**config.mk**
```make
export PLATFORM = sky130hd
export DESIGN_NAME = prw_guard
export DESIGN_NICKNAME = d
export VERILOG_FILES = /design/src/rtl/prw_pkg.sv /design/src/rtl/prw_part_decode.sv /design/src/rtl/prw_write_fsm.sv /design/src/rtl/prw_burst_tracker.sv /design/src/rtl/prw_guard.sv
export SDC_FILE = /design/constraint.sdc
export NUM_CORES = 1
export LEC_CHECK = 0
export BUFFER_PORTS_ARGS = -buffer_cell sky130_fd_sc_hd__buf_2
export CORE_AREA = 5 5 66 74
export CTS_CLUSTER_SIZE = 20
export DETAILED_ROUTE_END_ITERATION = 8
export DIE_AREA = 0 0 71 79
export PLACE_DENSITY = 0.77
export SLEW_MARGIN = 0
export SYNTH_ARGS = -nofsm -noshare
export SYNTH_HDL_FRONTEND = slang
export SYNTH_SLANG_ARGS = --single-unit
```
**constraint.sdc**
```tcl
create_clock -name clk -period 4.2 [get_ports clk]
set_input_delay 0.21 -clock clk [delete_from_list [all_inputs] [get_ports clk]]
set_output_delay 0.21 -clock clk [all_outputs]
set_load 0.1 [all_outputs]
```
**src/rtl/prw_pkg.sv**
```systemverilog
package prw_pkg;
    typedef enum logic {
        W_IDLE = 1'b0,
        W_BUSY = 1'b1
    } wr_state_e;

    typedef enum logic {
        R_IDLE  = 1'b0,
        R_BURST = 1'b1
    } rd_state_e;
endpackage

```
**src/rtl/prw_part_decode.sv**
```systemverilog
module prw_part_decode #(
    parameter int ADDR_W    = 24,
    parameter int PART_BITS = 5
) (
    input  logic [ADDR_W-1:0]    addr,
    output logic [PART_BITS-1:0] part
);
    localparam int OFF_W = ADDR_W - PART_BITS;

    // offset bits select a word inside the partition and do not matter here
    logic unused_offset;
    assign unused_offset = ^addr[OFF_W-1:0];

    assign part = addr[ADDR_W-1 -: PART_BITS];
endmodule

```
**src/rtl/prw_write_fsm.sv**
```systemverilog
module prw_write_fsm
    import prw_pkg::*;
#(
    parameter int PART_BITS = 5
) (
    input  logic                 clk,
    input  logic                 rst_n,
    input  logic                 wr_start,
    input  logic                 wr_done,
    input  logic [PART_BITS-1:0] start_part,
    output logic                 busy,
    output logic [PART_BITS-1:0] busy_part,
    output logic                 reject
);
    wr_state_e state_q, state_d;
    logic [PART_BITS-1:0] part_q, part_d;
    logic reject_q, reject_d;

    always_ff @(posedge clk) begin
        if (!rst_n) begin
            state_q <= W_IDLE;
        end else begin
            state_q <= state_d;
        end
    end

    always_comb begin
        state_d  = state_q;
        part_d   = part_q;
        reject_d = 1'b0;
        unique case (state_q)
            W_IDLE: begin
                if (wr_start) begin
                    state_d = W_BUSY;
                    part_d  = start_part;
                end
            end
            W_BUSY: begin
                reject_d = wr_start;
                if (wr_done) begin
                    state_d = W_IDLE;
                    part_d  = '0;
                end
            end
            default: begin
                state_d = W_IDLE;
                part_d  = '0;
            end
        endcase
    end

    always_ff @(posedge clk) begin
        if (!rst_n) begin
            part_q   <= '0;
            reject_q <= 1'b0;
        end else begin
            part_q   <= part_d;
            reject_q <= reject_d;
        end
    end

    assign busy      = (state_q == W_BUSY);
    assign busy_part = part_q;
    assign reject    = reject_q;
endmodule

```
**src/rtl/prw_burst_tracker.sv**
```systemverilog
module prw_burst_tracker
    import prw_pkg::*;
#(
    parameter int ADDR_W = 24
) (
    input  logic              clk,
    input  logic              rst_n,
    input  logic              rd_start,
    input  logic              rd_next,
    input  logic              rd_end,
    input  logic [ADDR_W-1:0] rd_addr,
    output logic              chk_valid,
    output logic [ADDR_W-1:0] chk_addr
);
    rd_state_e state_q, state_d;
    logic [ADDR_W-1:0] held_q;

    always_ff @(posedge clk) begin
        if (!rst_n) begin
            state_q <= R_IDLE;
        end else begin
            state_q <= state_d;
        end
    end

    always_comb begin
        state_d   = state_q;
        chk_valid = 1'b0;
        chk_addr  = held_q;
        if (rd_start) begin
            state_d   = R_BURST;
            chk_valid = 1'b1;
            chk_addr  = rd_addr;
        end else begin
            unique case (state_q)
                R_IDLE: begin
                    state_d = R_IDLE;
                end
                R_BURST: begin
                    if (rd_end) begin
                        state_d = R_IDLE;
                    end else if (rd_next) begin
                        chk_valid = 1'b1;
                        chk_addr  = held_q + 1'b1;
                    end
                end
                default: state_d = R_IDLE;
            endcase
        end
    end

    always_ff @(posedge clk) begin
        if (!rst_n) begin
            held_q <= '0;
        end else if (chk_valid) begin
            held_q <= chk_addr;
        end
    end
endmodule

```
**src/rtl/prw_guard.sv**
```systemverilog
module prw_guard #(
    parameter int ADDR_W    = 24,
    parameter int PART_BITS = 5
) (
    input  logic                 clk,
    input  logic                 rst_n,
    input  logic                 wr_start,
    input  logic                 wr_done,
    input  logic [ADDR_W-1:0]    wr_addr,
    input  logic                 rd_start,
    input  logic                 rd_next,
    input  logic                 rd_end,
    input  logic [ADDR_W-1:0]    rd_addr,
    output logic                 busy,
    output logic [PART_BITS-1:0] busy_part,
    output logic                 param_busy,
    output logic                 wr_reject,
    output logic                 conflict,
    output logic [PART_BITS-1:0] rd_part
);
    localparam logic [PART_BITS-1:0] PARAM_IDX = '0;

    logic [PART_BITS-1:0] wr_part;
    logic [PART_BITS-1:0] chk_part;
    logic [ADDR_W-1:0]    chk_addr;
    logic                 chk_valid;
    logic                 conflict_q;
    logic [PART_BITS-1:0] rd_part_q;

    prw_part_decode #(.ADDR_W(ADDR_W), .PART_BITS(PART_BITS)) u_wr_dec (
        .addr (wr_addr),
        .part (wr_part)
    );

    prw_write_fsm #(.PART_BITS(PART_BITS)) u_wr_fsm (
        .clk        (clk),
        .rst_n      (rst_n),
        .wr_start   (wr_start),
        .wr_done    (wr_done),
        .start_part (wr_part),
        .busy       (busy),
        .busy_part  (busy_part),
        .reject     (wr_reject)
    );

    prw_burst_tracker #(.ADDR_W(ADDR_W)) u_burst (
        .clk       (clk),
        .rst_n     (rst_n),
        .rd_start  (rd_start),
        .rd_next   (rd_next),
        .rd_end    (rd_end),
        .rd_addr   (rd_addr),
        .chk_valid (chk_valid),
        .chk_addr  (chk_addr)
    );

    prw_part_decode #(.ADDR_W(ADDR_W), .PART_BITS(PART_BITS)) u_rd_dec (
        .addr (chk_addr),
        .part (chk_part)
    );

    always_ff @(posedge clk) begin
        if (!rst_n) begin
            conflict_q <= 1'b0;
            rd_part_q  <= '0;
        end else begin
            conflict_q <= chk_valid && busy && (chk_part == busy_part);
            if (chk_valid) begin
                rd_part_q <= chk_part;
            end
        end
    end

    assign conflict   = conflict_q;
    assign rd_part    = rd_part_q;
    assign param_busy = busy && (busy_part == PARAM_IDX);
endmodule

```
==> metrics.md, run 1 <==
| Metric | Value |
|---|---|
| Status | `finished clean` |
| DP HPWL | `roughly 3300 um` |
| Crit-path slowest cell | `or4_4` |
| DR vias | `1,749` |
| DRT iter0 DRCs | `111` |
| Yosys warning count | `0` |
| Post-synth net total | `280` |
| RR Startpoint | `u_burst.held_q[5]` |
| Worst rel slew slack | `57.4%` |
| CP Max Fanout | `8` |
| Hold EP | `u_burst.held_q[14]` |
| Leakage | `1.10 nW` |
| FILL cells | `406` |
| Total Die Area | `5610 um^2` |
| Critical path arrival | `2510 ps` |
| Cts bufs inserted | `5` |
| Post-CTS Repair Setup Buffers | `0` |
| Drt total wl | `around 4500 um` |
| FF-to-FF End | `conflict` |
| Slew @ Worst Pin | `635 ps` |
| Worst stage delay on the critical path | `510 ps` |
| Post-route cell area | `2270 um^2` |
| FF-to-FF setup slack | `1920 ps` |
| Most frequent cells in the layout | `49 x buf_2, 33 x nand2_1, 33 x dfxtp_1` |
| Hold Startpoint | `rd_addr[14]` |
| CTS tree | `yes` |
| Crit path buf inv count | `0` |
| Grt ovf | `0` |
| Largest net degree at the start of global routing | `36` |
| Port Buf Inserts | `49` |
| Placer congestion estimate | `0.822` |
| Startpoint types | `flip-flop` |
| Number of synthesized flops with an enable pin | `0` |
| Pwr dens | `353 nW/um^2` |
| Critical path class | `flip-flop to flip-flop` |
| Critical path capture point type | `flip-flop` |
| Maximum VDD drop | `0.000176 V` |
| # DRC | `0` |
| Area of the multi-input gates | `1180 um^2` |
| Area growth, synth to finish | `18.1%` |
| RSZ-0062 raised after global routing | `false` |
| # resized after CTS | `0` |
| Distinct cells, synth | `46` |
| Hold path depth | `2` |
| Cts hold-fix bufs | `0` |
| WL/cell | `approximately 14 um` |
| FP Rows | `25` |
| Wl on met1 | `1970 um` |
| Most common cell after layout, fill and taps aside | `buf_2` |
| Via/cell ratio | `5.47` |
| Chip height | `79 um` |
| Max-cap violations | `0` |
| Diode count | `0` |
| Sequential area share after synthesis | `34.3%` |
| Final hold vios | `0` |
| Cell count after synthesis | `~220` |
| Final setup TNS | `0 ps` |
| Period minus WS final | `2280 ps` |
| DR top layer | `met4` |
| Io pins | `69` |
| Metal2 WL | `2170 um` |
| Metal3 WL | `263 um` |
| Ys async rst share | `0%` |
| Clock Tree Root | `clkbuf_8` |
| Reg clk slew, reported paths | `70 ps` |
| Post-synthesis sequential element count | `33` |
| Cell Chain, Critical Path | `and4_2, nand4_2, or4_4, xor2_1, a2111oi_1, o2111a_1` |
| Initial Util | `46.6%` |
| Final setup vio count | `0` |
| CTS Sinks | `33` |
| Fmax | `438 MHz` |
| Post-route antenna net violation count | `0` |
| Detailed Routing Iterations Pass 1 | `4` |
| H-tree depth | `2` |
| Worst R2R Path Depth | `6` |
| FF+latch area | `~660 um^2` |
| Die X | `about 70 um` |
| First-pass GRT wire length | `7440 um` |
| CTS Buffer Depth | `2` |
| Nets | `approximately 320` |
| Antenna violations before repair | `0` |
| HP Class | `input pin to flip-flop` |
| Critical Path RT | `between 4000 and 5000 ps` |
| Tot GR Track Use | `16.4%` |
| Slew Viols, Final | `0` |
| Vias in the first global route | `around 1.7k` |
| Delay-heaviest family, CP | `simple AND/OR/NAND/NOR gates` |
| Clock insertion delay at the later pin of the skew report | `just under 300 ps` |
| Layout cells sized above 1 | `25.6%` |
| Synth Cell Area | `1920 um^2` |
| Post-DP Area | `between 2000 and 2500 um^2` |
| Main flop type after synthesis | `dfxtp_1` |
| Crit share post-route | `a little over half` |
| Clock Skew | `9.16 ps` |
| Synth Area per Inst | `around 8.6 um^2` |
| Core Region | `between 4000 and 5000 um^2` |
kinds of logic (layout without fill, tap and decap cells):
kind of cell / after synthesis / count (layout) / synth area share (%)
simple gates: 100 / 100 / 28.7
compound gates: 45 / 45 / 19.4
flops: 33 / 33 / 34.3
buf+inv: 18 / 60 / 4.49
xor+xnor: 26 / 26 / 11.8
mux: 1 / 1 / 0.520
fa+ha+maj: 1 / 1 / 0.650
per-stage QoR:
step                hold slack (ps)  power, mW  std cells  utilization (%)  setup slack [ps]
floorplan                       348      0.484        224                -               277
global placement                433      0.518        313             52.5              1980
detailed placement              437      0.521        313             52.5              1960
CTS                             136      0.808        320             55.1              1910
global route                    143      0.835        320             55.1              1780
finish                          138      0.803        320             55.1              1920
area by class of cell:
type	count	share of cell area (%)
Timing Repair Buffer	50	11.1
Multi-Input combinational cell	173	51.8
Inverter	3	0.495
Sequential cell	33	29.1
Clock inverter	2	1.54
Clock buffer	5	3.03
Tap cell	54	2.97
power breakdown:
group | switching, mW | internal [mW] | leakage [nW] | total [mW]
sequential | 0.0233 | 0.333 | 0.273 | 0.356
combinational | 0.105 | 0.0528 | 0.776 | 0.158
clock | 0.116 | 0.172 | 0.0540 | 0.289
total | 0.245 | 0.558 | 1.10 | 0.803
routing by layer:
layer | global-route usage, % | vias to the layer above
li1 | - | 883
met1 | 19.5 | 810
met2 | 28.8 | 49
met3 | 3.80 | 7
met4 | 6.02 | 0
met5 | 0 | -
synthesized netlist by cell type, types with 2 or more instances:
| cell type | instances | area [um^2] |
|---|---|---|
| dfxtp_1 | 33 | 661 |
| nand2_1 | 33 | 124 |
| xor2_1 | 22 | 193 |
| o211a_1 | 17 | 170 |
| nand3_1 | 11 | 55.1 |
| clkbuf_1 | 10 | 37.5 |
| and2_1 | 8 | 50.1 |
| o21ai_0 | 8 | 40.0 |
| nor2_1 | 7 | 26.3 |
| nor2b_1 | 7 | 43.8 |
| nor3_1 | 7 | 35.0 |
| a22oi_1 | 5 | 37.5 |
| and3_1 | 5 | 31.3 |
| buf_4 | 5 | 37.5 |
| and4_1 | 4 | 35.0 |
| nand4_1 | 4 | 25.0 |
| xnor2_1 | 4 | 35.0 |
| nand2b_1 | 3 | 18.8 |
| a31oi_1 | 2 | 12.5 |
| inv_1 | 2 | 7.51 |
| or2_2 | 2 | 12.5 |
state kept, by name (all words and copies together) (netlist names):
register	count
u_burst.held_q	24
u_burst.state_q	1
u_wr_fsm.busy_part	5
u_wr_fsm.busy	1
u_wr_fsm.reject	1
conflict	1
worst max path at each step:
| stage | from | to | slack [ps] | depth (start not counted) |
|---|---|---|---|---|
| after floorplan | u_wr_fsm.busy | param_busy | 280 | 2 |
| after global placement | u_burst.held_q[5] | conflict | 1980 | 6 |
| after detailed placement | u_burst.held_q[5] | conflict | 1960 | 6 |
| after CTS | u_burst.held_q[5] | conflict | 1910 | 6 |
| after global routing | u_burst.held_q[5] | conflict | 1780 | 6 |
| final | u_burst.held_q[5] | conflict | 1920 | 6 |
Power figures use the tool's default switching activity.
==> run 2, diff against run 1 <==
--- a/config.mk
+++ b/config.mk
@@ -6,11 +6,11 @@
 export NUM_CORES = 1
 export LEC_CHECK = 0
 export BUFFER_PORTS_ARGS = -buffer_cell sky130_fd_sc_hd__buf_2
-export CORE_AREA = 5 5 66 74
+export CORE_AREA = 5 5 69 77
 export CTS_CLUSTER_SIZE = 20
 export DETAILED_ROUTE_END_ITERATION = 8
-export DIE_AREA = 0 0 71 79
-export PLACE_DENSITY = 0.77
+export DIE_AREA = 0 0 74 82
+export PLACE_DENSITY = 0.74
 export SLEW_MARGIN = 0
 export SYNTH_ARGS = -nofsm -noshare
 export SYNTH_HDL_FRONTEND = slang
==> constraint.sdc (replaced) <==
create_clock -name clk -period 1.89 [get_ports clk]
set_input_delay 0.0945 -clock clk [delete_from_list [all_inputs] [get_ports clk]]
set_output_delay 0.0945 -clock clk [all_outputs]
set_load 0.1 [all_outputs]
==> run 2 against run 1 <==
Compared with the run above: the run now ends with setup timing left; register-to-register slack worse by 2000 ps; critical path depth did not move; clock skew decreased by 6.0 ps; sequential power up 120%; final cell count grew 13%; via count rose by 7.9%; largest cell class unchanged.
==> metrics.md, run 2 (synthesis gave the netlist of run 1 again) <==
| Metric | Value |
|---|---|
| Status | `complete, but fails checks` |
| Failing checks | `setup timing` |
| Grt ovf | `0` |
| Most common cell after layout, fill and taps aside | `buf_2` |
| Die X | `74 um` |
| Clock insertion delay at the later pin of the skew report | `280 ps` |
| Core Region | `between 4000 and 5000 um^2` |
| CTS Sinks | `33` |
| Startpoint types | `flip-flop` |
| Hold EP | `u_burst.held_q[12]` |
| Via/cell ratio | `5.21` |
| Nets | `361` |
| Cts bufs inserted | `5` |
| Diode count | `0` |
| Total Die Area | `6070 um^2` |
| CTS tree | `yes` |
| FF-to-FF setup slack | `-60 ps` |
| Chip height | `82 um` |
| DP HPWL | `3630 um` |
| DR vias | `about 1.9k` |
| Worst rel slew slack | `67.6%` |
| Clock Skew | `3.17 ps` |
| H-tree depth | `2` |
| Crit share post-route | `103%` |
| Worst R2R Path Depth | `6` |
| Fmax | `513 MHz` |
| Io pins | `between 60 and 70` |
| DRT iter0 DRCs | `100` |
| Largest net degree at the start of global routing | `36` |
| First-pass GRT wire length | `8300 um` |
| Worst stage delay on the critical path | `around 520 ps` |
| CP Max Fanout | `3` |
| Biggest register | `u_burst.held_q` |
| Leakage | `approximately 1.3 nW` |
| FP Rows | `26` |
| Drt total wl | `4870 um` |
| Final setup vio count | `1` |
| Detailed Routing Iterations Pass 1 | `4` |
| FF-to-FF End | `conflict` |
| Max-cap violations | `0` |
| Final setup margin | `-59.2 ps` |
| Hold Startpoint | `rd_addr[12]` |
| DP Worst Slack | `-94.9 ps` |
| Layout cells sized above 1 | `approximately 42%` |
| Maximum VDD drop | `around 0.00052 V` |
| WL/cell | `about 13 um` |
| Antenna violations before repair | `0` |
| Tot GR Track Use | `roughly 18%` |
| Final hold vios | `0` |
| Port Buf Inserts | `49` |
| Clock Tree Root | `clkbuf_8` |
| Cell Chain, Critical Path | `nand4_1, or2_4, or4_4, a31o_2, a311oi_2, o2111a_1` |
| Critical path class | `flip-flop to flip-flop` |
| Critical path capture point type | `flip-flop` |
| Post-route antenna net violation count | `0` |
| Period minus WS final | `1950 ps` |
| Reg clk slew, reported paths | `70 ps` |
| Vias in the first global route | `between 1.5k and 2k` |
| RR Startpoint | `u_burst.held_q[18]` |
| RSZ-0062 raised after global routing | `true` |
| CTS Buffer Depth | `2` |
| Crit-path slowest cell | `or4_4` |
| Initial Util | `42.6%` |
| Area growth, synth to finish | `38.4%` |
| HP Class | `input pin to flip-flop` |
| Finished Core Util | `58.9%` |
| Critical Path RT | `2120 ps` |
| # DRC | `0` |
| FILL cells | `399` |
| Cts hold-fix bufs | `0` |
| Most frequent cells in the layout | `48 x buf_2, 40 x buf_4, 33 x nand2_1` |
| Placer congestion estimate | `0.827` |
| Slew Viols, Final | `0` |
| Critical path arrival | `2180 ps` |
| Pwr dens | `652 nW/um^2` |
| Hold path depth | `2` |
| Slew @ Worst Pin | `just under 500 ps` |
| Max reg flops | `24` |
-- run 2: changes by cell type in the layout (fill, tap and decap cells not counted), sizes merged --
cell      change
buf          +39
clkinv        +1
bufinv        -1
clkinvlp      +1
-- run 2: timing repair --
action,in CTS,in global routing
buffers inserted,0,0
endpoints found under the hold margin,0,0
resized for setup,5,10
pin swaps,0,1
endpoints found under the setup margin,2,4
-- run 2: stage by stage --
stage | power [mW] | hold WS (ps) | std cells | instance area [um^2] | setup TNS, ps
detailed placement | 1.22 | 322 | 354 | 2530 | -94.9
global route | 1.82 | 26.5 | 362 | 2660 | -168
global placement | 1.22 | 318 | 354 | 2530 | -82.9
CTS | 1.75 | 20.2 | 362 | 2620 | -98.5
finish | 1.74 | 25.8 | 362 | 2660 | -59.2
floorplan | 1.08 | 232 | 224 | 1970 | -153
-- run 2: how the worst max path moves through the flow --
stage / startpoint / end / slack (ps) / depth (start not counted)
3_3_place_gp: u_burst.held_q[18] / conflict / -80 / 6
6_report: u_burst.held_q[18] / conflict / -60 / 6
2_1_floorplan: u_wr_fsm.busy / param_busy / -90 / 2
4_1_cts: u_burst.held_q[18] / conflict / -100 / 6
3_5_place_dp: u_burst.held_q[6] / conflict / -90 / 6
5_1_grt: u_burst.held_q[18] / conflict / -170 / 6
-- run 2: critical path: cells and delay by family, from the launching register on --
kind / cells / cell delay [ps]
AOI/OAI and AO/OA: 3 / 670
DFF: 1 / 340
and+or+nand+nor: 3 / 900
-- run 2: report_power, final --
group	switching, mW	internal, mW
clock network	0.265	0.254
registers	0.0349	0.739
logic	0.271	0.172
-- run 2: routing by layer --
| metal | routed length [um] | vias up | global-route usage, % | share of wire, % |
|---|---|---|---|---|
| li1 | - | 961 | - | - |
| met1 | 2170 | 870 | 21.4 | 45 |
| met2 | 2340 | 50 | 29.8 | 48 |
| met3 | 289 | 6 | 4.41 | 5.9 |
| met4 | 72 | 0 | 6.16 | 1.5 |
| met5 | 0 | - | 0 | 0 |
-- run 2: final cells by class --
| class | instances | area [um^2] | area share, % |
|---|---|---|---|
| Sequential cell | 33 | 688 | 25.8 |
| Multi-Input combinational cell | 173 | 1250 | 46.8 |
| Inverter | 3 | 11.3 | 0.423 |
| Clock inverter | 3 | 17.5 | 0.658 |
| Timing Repair Buffer | 89 | 561 | 21.1 |
| Tap cell | 56 | 70.1 | 2.63 |
| Clock buffer | 5 | 68.8 | 2.58 |
==> run 3, diff against run 2 <==
--- a/config.mk
+++ b/config.mk
@@ -6,11 +6,13 @@
 export NUM_CORES = 1
 export LEC_CHECK = 0
 export BUFFER_PORTS_ARGS = -buffer_cell sky130_fd_sc_hd__buf_2
+export CAP_MARGIN = 20
 export CORE_AREA = 5 5 69 77
 export CTS_CLUSTER_SIZE = 20
 export DETAILED_ROUTE_END_ITERATION = 8
 export DIE_AREA = 0 0 74 82
 export PLACE_DENSITY = 0.74
+export REMOVE_ABC_BUFFERS = 1
 export SLEW_MARGIN = 0
 export SYNTH_ARGS = -nofsm -noshare
 export SYNTH_HDL_FRONTEND = slang
==> run 3 against run 2 <==
Compared with the run above: the run still ends with setup timing left; routed wire length is 8.6% higher; global-route usage rose by 0.46 points; utilization increased by 2.4 points; maximum frequency fell by 0.87%; worst hold slack worse by 7.6 ps; die area unchanged; sequential power about the same; worst setup slack got worse by 17 ps; design area is 4.1% higher; via count up 5.3%; flip-flop and latch count did not move; combinational power rose by 6.5%; largest cell class unchanged; largest power group unchanged.
==> metrics.md, run 3 (synthesis gave the netlist of run 1 again) <==
| Metric | Value |
|---|---|
| Core Region | `4520 um^2` |
| Vias in the first global route | `1,935` |
| Critical path arrival | `2200 ps` |
| Diode count | `0` |
| CP Max Fanout | `3` |
| Grt ovf | `0` |
| # DRC | `0` |
| Fmax | `between 500 and 600 MHz` |
| Post-route antenna net violation count | `0` |
| Startpoint types | `flip-flop` |
| Worst rel slew slack | `67.3%` |
| Most common cell after layout, fill and taps aside | `buf_4` |
| Slew Viols, Final | `0` |
| DP Worst Slack | `-201 ps` |
| Leakage | `1.38 nW` |
| Final setup margin | `-76.3 ps` |
| Critical Path RT | `2130 ps` |
| Port Buf Inserts | `49` |
| Crit share post-route | `104%` |
| HP Class | `input pin to flip-flop` |
| Cts bufs inserted | `5` |
| CTS Buffer Depth | `2` |
| DR vias | `1,987` |
| Placed Instances | `357` |
| Critical path class | `flip-flop to flip-flop` |
| Clock insertion delay at the later pin of the skew report | `290 ps` |
| Clock Skew | `roughly 7.5 ps` |
| Die X | `between 70 and 80 um` |
| Clock Tree Root | `clkbuf_8` |
| Placer congestion estimate | `roughly 0.8` |
| Pwr dens | `approximately 700 nW/um^2` |
| Reg clk slew, reported paths | `roughly 80 ps` |
| Most frequent cells in the layout | `50 x buf_4, 48 x buf_2, 33 x nand2_1` |
| Slew @ Worst Pin | `494 ps` |
| RSZ-0062 raised after global routing | `true` |
| FP Rows | `26` |
| DP HPWL | `approximately 3700 um` |
| Drt total wl | `~5300 um` |
| First-pass GRT wire length | `8400 um` |
| Io pins | `69` |
| CTS tree | `yes` |
| Initial Util | `42.6%` |
| Biggest register | `u_burst.held_q` |
| Largest net degree at the start of global routing | `36` |
| Hold_ws | `18.2 ps` |
| Post-DP Area | `2500 um^2` |
| Final hold vios | `0` |
| Detailed Routing Iterations Pass 1 | `4` |
| Layout cells sized above 1 | `46.7%` |
| Critical path capture point type | `flip-flop` |
| Failing checks | `setup timing` |
| Antenna violations before repair | `0` |
| CTS Sinks | `33` |
| Tot GR Track Use | `18.0%` |
| Max-cap violations | `0` |
| Chip height | `82 um` |
| H-tree depth | `2` |
| Max reg flops | `24` |
| Post-route cell area | `about 2800 um^2` |
| Maximum VDD drop | `0.000596 V` |
| Area growth, synth to finish | `44.0%` |
| Final setup TNS | `-76.3 ps` |
| WL/cell | `between 10 and 15 um` |
| Cts hold-fix bufs | `0` |
| Total Die Area | `6070 um^2` |
| Status | `complete, but fails checks` |
| Via/cell ratio | `5.33` |
| Layout Cells excl Fill | `373` |
| Nets | `372` |
| Final setup vio count | `1` |
| Period minus WS final | `1970 ps` |
| DRT iter0 DRCs | `89` |
==> run 3: cell types whose count changed in the layout (fill, tap and decap cells not counted), moves of 2 or more <==
cell	change
buf_4	+10
dfxtp_4	-5
dfxtp_1	-8
dfxtp_2	+13
clkinv_2	-2
==> run 3: cell type report <==
| class | instances | area, um^2 |
|---|---|---|
| Clock buffer | 5 | 68.8 |
| Clock inverter | 3 | 46.3 |
| Fill cell | 375 | 1750 |
| Inverter | 3 | 11.3 |
| Multi-Input combinational cell | 173 | 1240 |
| Sequential cell | 33 | 686 |
| Tap cell | 56 | 70.1 |
| Timing Repair Buffer | 100 | 647 |
==> run 3: routing by layer <==
layer	GRT usage [%]	vias up	part of all wire [%]
met5	0	-	0
li1	-	989	-
met3	4.77	7	5.4
met1	21.5	937	43
met2	30.8	54	50
met4	6.52	0	1.6
==> run 3: critical path, cell delays in order (launching register included) <==
cell,delay [ps]
dfxtp_2,330
nand4_1,120
or2_4,260
or4_4,520
xor2_2,180
a2111oi_2,300
o2111a_1,200
==> run 3: repair_timing <==
item / CTS / global route
setup buffers: 7 / 1
endpoints found under the setup margin: 3 / 4
pin swaps: 7 / 5
resized for setup: 27 / 7
==> run 3: worst paths after layout <==
kind | slack, ps | cells after the start | to | start
worst max register to register | -80 | 6 | conflict | u_burst.held_q[15]
worst max-delay path | -80 | 6 | conflict | u_burst.held_q[15]
worst min register to register | 600 | 3 | u_burst.held_q[18] | u_burst.held_q[18]
worst min-delay path | 20 | 2 | u_burst.held_q[12] | rd_addr[12]
==> run 3: metrics by stage <==
step,utilization (%),power (mW)
finish,61.3,1.93
global route,61.3,2.01
CTS,60.7,1.93
detailed placement,55.3,1.23
global placement,55.3,1.22
floorplan,-,1.05
==> run 3: report_power, final <==
group | leakage [nW] | internal [mW] | switching (mW)
sequential | 0.279 | 0.744 | 0.0300
clock | 0.0543 | 0.395 | 0.293
combinational | 1.05 | 0.187 | 0.285
